===== config.mk =====
export PLATFORM = sky130hd
export DESIGN_NAME = cstx_seq
export DESIGN_NICKNAME = d
export VERILOG_FILES = /design/src/rtl/cstx_seq.sv
export SDC_FILE = /design/constraint.sdc
export NUM_CORES = 1
export LEC_CHECK = 0
export CAP_MARGIN = 10
export CORE_ASPECT_RATIO = 0.75
export CORE_MARGIN = 2
export CORE_UTILIZATION = 30
export DETAILED_ROUTE_END_ITERATION = 16
export MAX_ROUTING_LAYER = met4
export PLACE_DENSITY_LB_ADDON = 0.08
export RECOVER_POWER = 50
export SLEW_MARGIN = 20
export SYNTH_ARGS = -nofsm -noshare
export SYNTH_HDL_FRONTEND = slang
export SYNTH_SLANG_ARGS = --single-unit

===== constraint.sdc =====
create_clock -name clk -period 2.62 [get_ports clk]
set_input_delay 0.524 -clock clk [delete_from_list [all_inputs] [get_ports clk]]
set_output_delay 0.524 -clock clk [all_outputs]
set_load 0.005 [all_outputs]

===== src/rtl/cstx_seq.sv =====
module cstx_seq #(
  parameter int WORD_W    = 32,
  parameter int NUM_WORDS = 6,
  parameter int IDX_W     = $clog2(NUM_WORDS)
) (
  input  logic              clk,
  input  logic              rst_n,
  input  logic              tx_on,
  input  logic              cs_on,
  input  logic              frame_tick,
  input  logic              wr_en,
  input  logic [IDX_W-1:0]  wr_idx,
  input  logic [WORD_W-1:0] wr_data,
  output logic              cs_bit,
  output logic              cs_busy
);
  localparam int BIT_W = $clog2(WORD_W);
  localparam logic [IDX_W-1:0] LAST_W = IDX_W'(NUM_WORDS - 1);
  localparam logic [BIT_W-1:0] LAST_B = BIT_W'(WORD_W - 1);

  logic [WORD_W-1:0] words [NUM_WORDS];
  logic [WORD_W-1:0] shreg;
  logic [IDX_W-1:0]  widx;
  logic [BIT_W-1:0]  bpos;
  logic              active;

  wire sending   = tx_on && cs_on;
  wire word_end  = active && (bpos == LAST_B);
  wire block_end = word_end && (widx == LAST_W);
  wire do_load   = !active || word_end;
  wire [IDX_W-1:0]  next_w  = (!active || block_end) ? '0 : widx + IDX_W'(1);
  wire [WORD_W-1:0] fetched = words[next_w];

  always_ff @(posedge clk or negedge rst_n)
    if (!rst_n) begin
      for (int i = 0; i < NUM_WORDS; i++) words[i] <= '0;
    end else if (wr_en && int'(wr_idx) < NUM_WORDS) begin
      words[wr_idx] <= wr_data;
    end

  always_ff @(posedge clk or negedge rst_n)
    if (!rst_n) begin
      shreg   <= '0;
      widx    <= '0;
      bpos    <= '0;
      active  <= 1'b0;
      cs_bit  <= 1'b0;
      cs_busy <= 1'b0;
    end else if (frame_tick) begin
      if (!sending) begin
        active  <= 1'b0;
        cs_bit  <= 1'b0;
        cs_busy <= 1'b0;
      end else if (do_load) begin
        shreg  <= fetched >> 1;
        cs_bit <= fetched[0];
        widx   <= next_w;
        bpos   <= '0;
        active <= 1'b1;
        if (next_w == '0)        cs_busy <= 1'b1;
        else if (next_w == LAST_W) cs_busy <= 1'b0;
      end else begin
        shreg  <= shreg >> 1;
        cs_bit <= shreg[0];
        bpos   <= bpos + BIT_W'(1);
      end
    end
endmodule


## Yosys cells after proc, flatten, opt, wreduce, memory -nomap -nowiden

Cells that the tools add are included.

- Add/sub/neg operators: 2
- Magnitude comparators: 4
- Eq/ne operators: 5
- Mux-type cells: 17
- Bitwise operators: 2
- Reduce and logical (&&, ||, !) cells: 13

Operators with widths:

| cell | count |
|---|---|
| bitwise mux 192 bit | 1 |
| binary-select mux 32 bit (select 3 bit) | 1 |
| demux 32 bit (select 3 bit) | 1 |
| two-way mux 32 bit | 3 |
| two-way mux 31 bit | 1 |
| greater-or-equal comparator 4 bit (second input constant) | 2 |
| two-way mux 1 bit | 8 |
| NOT 3 -> 4 bit | 2 |
| equality test 3 bit (second input constant) | 2 |
| AND reduction 3 bit | 2 |
| adder 5 x 1 -> 5 bit (second input constant) | 1 |
| equality test 5 bit (second input constant) | 1 |
| logical AND 1 bit | 5 |
| two-way mux 5 bit | 1 |
| < comparator 4 x 1 -> 1 bit (second input constant) | 1 |
| AND reduction 2 bit | 2 |
| adder 3 x 1 -> 3 bit (second input constant) | 1 |
| zero test 3 bit | 1 |
| < comparator 3 bit (second input constant) | 1 |
| two-way mux 3 bit | 1 |
| != test 3 x 1 -> 1 bit (second input constant) | 1 |
| logical OR 1 bit | 2 |
| != test 2 x 1 -> 1 bit (second input constant) | 1 |
| zero test 1 bit | 1 |

- Flip-flop bits (word level): 235
- Input port bits: 41
- Word-level logic and storage cells: 55

## Longest topological paths before layout

Gate-level depths: netlist (run 1).

- Depth after elaboration: 11
- Gate-level depth with buffers: 10

## Worst setup path after synthesis (run 1)

Ideal clock, no wire load.

- Path type: reg-to-reg
- From: register bpos[0]
- To: register shreg[30]
- Arrival time: 1902 ps
- Path slack: 581 ps
- Cell stages (with the launch flop): 9
- Path buffers: 1
- Clock period less this slack: 2039 ps
- Path through: dfrtp_1 ha_1 and3_1 ha_1 nand3_2 nand3_1 buf_2 a2111oi_0 nor3_1

- Cells in the longest elaborated chain, start to end: 10
- Elaborated cells on any way between the ends: 11
- Those cells by class: 1 x eq/ne; 5 x mux; 1 x bitwise; 4 x reduce/logical

RTL lines:

| item | RTL line | source |
|---|---|---|
| start: declaration | 24 | `logic [BIT_W-1:0] bpos;` |
| start signal: assignment | 65 | `bpos <= bpos + BIT_W'(1);` |
| equality test 5 bit (*) | 28 | `wire word_end = active && (bpos == LAST_B);` |
| logical AND 1 bit (*) | 28 |  |
| logical AND 1 bit | 29 | `wire block_end = word_end && (widx == LAST_W);` |
| logical OR 1 bit | 31 | `wire [IDX_W-1:0] next_w = (!active \|\| block_end) ? '0 : widx + IDX_W'(1);` |
| two-way mux 3 bit | 31 |  |
| NOT 3 -> 4 bit (implied by the code) | 32 | `wire [WORD_W-1:0] fetched = words[next_w];` |
| binary-select mux 32 bit (select 3 bit) | 32 |  |
| two-way mux 32 bit (implied by the code) (2 in series) | 32 |  |
| two-way mux 31 bit (*) | 54 | `end else if (do_load) begin` |
| end signal: assignment | 55 | `shreg <= fetched >> 1;` |
| end signal: assignment | 63 | `shreg <= shreg >> 1;` |
| end: declaration | 22 | `logic [WORD_W-1:0] shreg;` |

Mark *: on every way between the ends. The rest lies on a longest branch, timed or not. The select of a mux whose other input is x is not followed.
A chain may end at the register's enable or synchronous reset.

## Final worst setup path (run 1)

- From: register bpos[0]
- To: register cs_busy

- Cells in the longest elaborated chain, start to end: 9
- Elaborated cells on any way between the ends: 14
- Those cells by class: 4 x eq/ne; 4 x mux; 6 x reduce/logical

RTL lines:

| item | RTL line | source |
|---|---|---|
| equality test 5 bit (*) | 28 |  |
| logical AND 1 bit (*) | 28 |  |
| branches (longest 7 deep; another with two-way mux 3 bit) | n/a |  |
| end signal: assignment | 53 | `cs_busy <= 1'b0;` |
| end signal: assignment | 60 | `if (next_w == '0) cs_busy <= 1'b1;` |
| end signal: assignment | 61 | `else if (next_w == LAST_W) cs_busy <= 1'b0;` |
| end: declaration | 15 | `output logic cs_busy` |

Mark *: on every way between the ends. The select of a mux whose other input is x is not followed.

==> run_results.csv, run 1 <==
group,metric,value,unit
status,status,"finished with violations",
status,violated_checks,"capacitance limit, slew limit",
pwr,vdd_ir_drop_max,357.7,uV
logic_synthesis,yosysTopAreaCell,"sky130_fd_sc_hd__dfrtp_1",
logic_synthesis,yosys.cell_count.top_type,"sky130_fd_sc_hd__dfrtp_1",
pwr,pwr-share-comb,0.150,
pwr,static-leakage-power,5.480,nW
layout,cell_count_final_fillers_out,1378,
layout,post_route_cells_drive_above_1_share,0.3040,
floorplanning,placement_rows,59,
setup_path,largest_incremental_delay_on_the_critical_path,0.39,ns
setup_path,path_class,"reg -> reg",
drt,drtIter0Drc,433,
logic_synthesis,synthesis.nets,893,
drt,postRouteWirelength,29150,um
setup_path,cell_chain_critical_path,"ha_1 -> and3_1 -> ha_2 -> nand4b_1 -> a21oi_2 -> nor3b_1 -> o21ai_0 -> a32o_1",
timing,finalSetupTns,0,ns
pwr,power.switching,2.632,mW
logic_synthesis,synth_top_cell_area_share,0.5469,
clock_tree,cts_sinks,234,
grt,grt_start_max_net_pins,57,
setup_path,crit_required,3.04,ns
pwr,power.clock.fraction,0.380,
run,max_cap_violations,1,
clock_tree,ctsRootBufferMaster,"sky130_fd_sc_hd__clkbuf_16",
placement,gp_routability_congestion,0.7809,
hold_path,hold_class,"reg -> reg",
timing,fin_ws,0.2409,ns
drt,route.vias.total,7068,
placement,post_place_cells,1327,
timing,setup_viol,0,
logic_synthesis,synth_warnings,0,
layout,syn2layout_area_growth,19.29,%
setup_path,kind_of_launch_point_of_the_worst_setup_path,"flop",
timing,clock_skew,0.02111,ns
logic_synthesis,synth_seq_cells,234,
logic_synthesis,synth_edf_count,0,
clock_tree,tritoncts.num_buffers,27,
clock_tree,cts.repair_timing.setup_buffer_count,0,
logic_synthesis,ys_async_sr_fraction,1.000,
placement,postPlaceCellArea,11860,um2
grt,grtUsageTotal,0.1660,
clock_tree,ctsLongestPathBuffers,3,
layout,layout.nets,945,
layout,final_cell_area,12770,um2
grt,met3_usage,0.02492,
pwr,power.internal,7.659,mW
grt,grt_antenna_before_repair,0,
logic_synthesis,syn_area,10710,um2
logic_synthesis,netlist-cell-type-count,47,
logic_synthesis,ys.flop_type,"sky130_fd_sc_hd__dfrtp_1",
layout,n_antenna_cell,0,
pwr,swShare,0.2557,
grt,gr_util_met2,0.2505,
floorplanning,die_x,222.1,um
timing,finalCriticalPeriod,2.379,ns
drt,avgRoutedWirePerCell,21.15,um
grt,grt_most_used_layer,"met2",
drt,vias_per_cell,5.129,
setup_path,timing.critical_path.slowest_stage_cell,"sky130_fd_sc_hd__dfrtp_1",
grt,grt_pass1_vias,7797,
pwr,p_per_area,805.7,nW/um2
layout,utilization,0.3658,
logic_synthesis,synth_commonest_cells,"234 x sky130_fd_sc_hd__dfrtp_1, 178 x sky130_fd_sc_hd__mux2_2, 81 x sky130_fd_sc_hd__nand2_1",
timing,worst_pin_slew,1.564,ns
timing,timing.final.hold_violations,0,
clock_tree,cts_tree,"yes",
grt,grt.met1_usage,0.2376,
floorplanning,floorplan.core_area,34920,um2
grt,grt_first_pass_wirelength,46970,um
logic_synthesis,yosysSeqAreaShare,0.5469,
pwr,power.sequential.fraction,0.470,
clock_tree,clock_network_latency_to_the_later_pin_of_the_worst_skew_pair,0.55,ns
timing,min_period_over_period,0.9081,
timing,hold_slack,0.4869,ns
timing,fmaxAchievable,0.4203,GHz
timing,max-slew-margin-rel,-0.04272,
drt,post-route-drc-count,0,
drt,antenna_left,0,
timing,report.final.slew_viol_count,55,
setup_path,cp.arrival,2.80,ns
logic_synthesis,syn_avg_cell_area,12.63,um2
floorplanning,design.portCount,43,
floorplanning,die_h,167.6,um
clock_tree,cts_max_level,1,
placement,hpwl,17950,um
clock_tree,clk_pin_slew,0.06,ns
setup_path,buffer_and_inverter_count_on_the_worst_path,0,
timing,grt_setup_unrepaired,"false",
logic_synthesis,syn-instance-count,848,
setup_path,path_delay_family,"simple AND/OR/NAND/NOR gates",
floorplanning,start_util,0.3066,
logic_synthesis,synth.area.top_cells,"sky130_fd_sc_hd__dfrtp_1 55%, sky130_fd_sc_hd__mux2_2 19%, sky130_fd_sc_hd__mux2i_1 3.0%",
grt,globalRouteOverflowTotal,0,
pwr,report.power.total,10.29,mW
floorplanning,design.die.area,37230,um2
placement,worst_slack_after_detailed_placement,0.1980,ns
drt,drt_first_pass_iters,4,
setup_path,timing.critical_path.to_type,"flop",
placement,io_buffer_count,42,
setup_path,worst-path-max-fanout,7,
worst min-delay path: cells and delay by family (launching register included):
family	cells	cell delay, ns
flops	1	0.35
simple gates	2	0.10
placed cells by master (no fill, tap or decap), types with 3 or more instances in the layout:
cell type,synthesis,layout
sky130_fd_sc_hd__nand2_1,81,81
sky130_fd_sc_hd__mux2_2,178,178
sky130_fd_sc_hd__nor2_1,34,33
sky130_fd_sc_hd__bufinv_16,0,3
sky130_fd_sc_hd__o21ai_1,8,8
sky130_fd_sc_hd__nand4b_1,3,3
sky130_fd_sc_hd__clkbuf_8,0,7
sky130_fd_sc_hd__nand3_1,6,6
sky130_fd_sc_hd__clkinv_2,0,8
sky130_fd_sc_hd__clkdlybuf4s50_1,0,40
sky130_fd_sc_hd__buf_12,0,12
sky130_fd_sc_hd__dfrtp_1,234,234
sky130_fd_sc_hd__buf_4,0,23
sky130_fd_sc_hd__a211oi_1,31,31
sky130_fd_sc_hd__a311oi_1,29,29
sky130_fd_sc_hd__clkbuf_1,9,4
sky130_fd_sc_hd__mux2_1,14,14
sky130_fd_sc_hd__a21boi_0,28,28
sky130_fd_sc_hd__mux2i_1,32,32
sky130_fd_sc_hd__inv_1,4,4
sky130_fd_sc_hd__a2bb2oi_1,29,29
sky130_fd_sc_hd__o21ai_0,31,31
sky130_fd_sc_hd__clkbuf_16,0,27
sky130_fd_sc_hd__a21oi_1,4,4
sky130_fd_sc_hd__nand2b_1,3,3
sky130_fd_sc_hd__clkbuf_2,2,3
per-layer routing:
layer  share of wire  up-vias
met3           0.041       37
met1            0.50     3671
li1                -     3223
met4           0.018        0
met2            0.44      137
met5               0        -
worst paths after layout:
| check | slack [ns] | endpoint | from | cells past startpoint |
|---|---|---|---|---|
| worst min-delay path | 0.49 | bpos[4]$_DFFE_PN0P_ | bpos[4]$_DFFE_PN0P_ | 2 |
| worst max register to register | 0.24 | cs_busy$_DFFE_PN0P_ | bpos[0]$_DFFE_PN0P_ | 8 |
| worst min register to register | 0.49 | bpos[4]$_DFFE_PN0P_ | bpos[4]$_DFFE_PN0P_ | 2 |
| worst max-delay path | 0.24 | cs_busy$_DFFE_PN0P_ | bpos[0]$_DFFE_PN0P_ | 8 |
| max in group asynchronous | 0.45 | words[72]$_DFFE_PN0P_ | rst_n | 3 |
| min in group asynchronous | 0.91 | words[119]$_DFFE_PN0P_ | rst_n | 2 |
kinds of logic after synthesis:
| kind of cell | Yosys count | synth area share |
|---|---|---|
| AND/OR/NAND/NOR | 147 | 0.06112 |
| buffers and inverters | 62 | 0.03202 |
| multiplexers | 224 | 0.2319 |
| adder cells (fa/ha/maj) | 4 | 0.004675 |
| AO/OA/AOI/OAI | 177 | 0.1234 |
| flip-flops | 234 | 0.5469 |
repair_timing:
item / in CTS / in global routing
setup endpoints to repair: 0 / 6
resized for setup: 0 / 1
endpoints found under the hold margin: 50 / 0
hold buffers: 1 / 0
power groups by stage:
stage	clock (mW)	combinational, mW	sequential [mW]
2_1_floorplan	0	1.11	4.74
3_3_place_gp	0	1.52	4.85
3_5_place_dp	0	1.57	4.89
4_1_cts	4.04	1.58	4.83
5_1_grt	4.19	1.74	4.93
6_report	3.91	1.54	4.83
state kept, by name, indices dropped and copies added, names as in the netlist:
| signal | flops |
|---|---|
| active | 1 |
| bpos | 5 |
| cs_bit | 1 |
| cs_busy | 1 |
| shreg | 31 |
| widx | 3 |
| words | 192 |
cell type report:
class | instances | area, um2
multi-input cells | 552 | 4544
clock buffers | 38 | 787.0
clock inverters | 12 | 138.9
well taps | 457 | 571.8
fillers | 3364 | 22150
flip-flops and latches | 234 | 5856
repair buffers | 81 | 859.6
inverters | 4 | 15.01
Power figures use the tool's default switching activity.
==> run 2, diff against run 1 <==
Settings changed: CORE_UTILIZATION 30 to 61.
==> run_results.csv, run 2 (same netlist as run 1, synthesis figures left out) <==
group,metric,value,unit
status,status,"finished with violations",
status,violated_checks,"capacitance limit, slew limit",
timing,report.final.slew_viol_count,83,
grt,globalRouteOverflowTotal,0,
floorplanning,floorplan.core_area,16980,um2
grt,grt_start_max_net_pins,85,
pwr,report.power.total,9.565,mW
layout,final_cell_area,12230,um2
layout,most-common-layout-cells,"234 x sky130_fd_sc_hd__dfrtp_1, 178 x sky130_fd_sc_hd__mux2_2, 81 x sky130_fd_sc_hd__nand2_1",
placement,worst_slack_after_detailed_placement,0.2655,ns
setup_path,cp.arrival,2.81,ns
timing,clock_skew,0.01433,ns
setup_path,r2r-start,"bpos[0]$_DFFE_PN0P_",
timing,fmaxAchievable,0.4160,GHz
setup_path,worst-path-max-fanout,18,
drt,postRouteWirelength,25220,um
clock_tree,post_cts_hold_buffer_count,0,
clock_tree,ctsLongestPathBuffers,3,
floorplanning,design.portCount,43,
setup_path,timing.reg2reg.worst_path_depth,9,
placement,post_place_cells,1099,
grt,grt_pass1_vias,7728,
setup_path,crit_end,"shreg[17]$_DFFE_PN0P_",
setup_path,path_class,"reg -> reg",
drt,post-route-drc-count,0,
floorplanning,die_h,118.7,um
setup_path,r2r_setup_slack,0.22,ns
placement,postPlaceCellArea,11530,um2
setup_path,kind_of_launch_point_of_the_worst_setup_path,"flop",
hold_path,hold_class,"reg -> reg",
setup_path,reg2reg_to,"shreg[17]$_DFFE_PN0P_",
timing,fin_ws,0.2160,ns
setup_path,timing.critical_path.slowest_stage_cell,"sky130_fd_sc_hd__dfrtp_1",
clock_tree,cts_sinks,234,
timing,hold_slack,0.4843,ns
drt,antenna_left,0,
clock_tree,clk_pin_slew,0.06,ns
drt,avgRoutedWirePerCell,22.13,um
timing,min_period_over_period,0.9176,
clock_tree,postCtsResizedCells,0,
floorplanning,die_x,157.0,um
clock_tree,cts_max_level,1,
placement,io_buffer_count,42,
timing,timing.final.hold_violations,0,
run,max_cap_violations,1,
timing,worst_pin_slew,2.111,ns
layout,nFillCells,1167,
layout,utilization,0.7201,
layout,area.sequential,5856,um2
clock_tree,cts_tree,"yes",
layout,register_containing_the_most_flip_flops_in_the_final_layout,"words",
timing,finalCriticalPeriod,2.404,ns
pwr,p_per_area,782.3,nW/um2
clock_tree,tritoncts.num_buffers,23,
placement,hpwl,15300,um
setup_path,cell_chain_critical_path,"ha_1 -> and3_1 -> ha_1 -> nand3_2 -> nand2_1 -> buf_4 -> o21ai_0 -> a211oi_1 -> a311oi_1",
timing,max-slew-margin-rel,-0.4075,
layout,biggest_regs,"words x192, shreg x31, bpos x5",
setup_path,crit_required,3.03,ns
drt,vias_per_cell,6.346,
grt,grt_antenna_before_repair,0,
clock_tree,cts.repair_timing.setup_buffer_count,0,
timing,grt_setup_unrepaired,"false",
layout,cell_count_final_fillers_out,1140,
setup_path,critPathMostFrequentCell,"sky130_fd_sc_hd__ha_1",
pwr,static-leakage-power,5.333,nW
placement,gp_routability_congestion,0.8588,
timing,setup_viol,0,
grt,grt_first_pass_wirelength,41210,um
layout,post_route_cells_drive_above_1_share,0.2843,
layout,multi_input_comb_area,4542,um2
drt,route.vias.total,7234,
setup_path,timing.critical_path.to_type,"flop",
layout,n_antenna_cell,0,
clock_tree,clock_network_latency_to_the_later_pin_of_the_worst_skew_pair,0.52,ns
timing,finalSetupTns,0,ns
clock_tree,ctsRootBufferMaster,"sky130_fd_sc_hd__clkbuf_16",
grt,grtUsageTotal,0.2894,
layout,mostFrequentLayoutCell,"sky130_fd_sc_hd__dfrtp_1",
layout,largest_register_ffs,192,
floorplanning,start_util,0.6305,
floorplanning,placement_rows,41,
drt,drtIter0Drc,535,
setup_path,largest_incremental_delay_on_the_critical_path,0.41,ns
layout,layout.nets,933,
drt,drt_first_pass_iters,4,
layout,syn2layout_area_growth,14.20,%
pwr,vdd_ir_drop_max,468.7,uV
setup_path,setup.worst_path.start,"bpos[0]$_DFFE_PN0P_",
floorplanning,design.die.area,18640,um2
-- run 2: changes by cell type in the layout (fill, tap and decap cells not counted), sizes merged --
cell / before / now
buf: 36 / 31
bufinv: 3 / 1
clkbuf: 41 / 38
clkdlybuf4s50: 40 / 41
clkinv: 8 / 2
dlygate4sd3: 2 / 0
-- run 2: worst min-delay path by stage --
stage                           from                endpoint  slack, ns  cells past startpoint
2_1_floorplan                  rst_n      active$_DFFE_PN0P_       0.23                      0
3_3_place_gp     bpos[4]$_DFFE_PN0P_     bpos[4]$_DFFE_PN0P_       0.46                      2
3_5_place_dp     bpos[4]$_DFFE_PN0P_     bpos[4]$_DFFE_PN0P_       0.48                      2
4_1_cts                        rst_n  words[119]$_DFFE_PN0P_       0.03                      1
5_1_grt        words[36]$_DFFE_PN0P_   words[36]$_DFFE_PN0P_       0.50                      1
6_report         bpos[4]$_DFFE_PN0P_     bpos[4]$_DFFE_PN0P_       0.48                      2
-- run 2: layer usage --
metal | global-route usage | routed length, um
met5 | - | 0
met4 | 0.07798 | 454
met2 | 0.4487 | 11900
met1 | 0.4047 | 11690
met3 | 0.04070 | 1181
-- run 2: critical path, delay by kind of cell (launching register included) --
family	cells	cell delay (ns)
AND/OR/NAND/NOR	3	0.46
flip-flops	1	0.41
buffers and inverters	1	0.27
adder cells (fa/ha/maj)	2	0.51
AO/OA/AOI/OAI	3	0.63
-- run 2: power breakdown --
group	internal (mW)	total [mW]	leakage [nW]	switching (mW)
sequential	4.41	4.84	2.81	0.434
clock	1.84	3.19	0.350	1.35
combinational	0.861	1.53	2.17	0.670
-- run 2: area by class of cell --
cell class                 count  share of cell area
inverter                       4            0.001228
multi-input combinational    552              0.3715
sequential                   234              0.4789
clock buffer                  37             0.05465
clock inverter                 4            0.003991
tap                          236             0.02415
timing repair buffer          73             0.06560
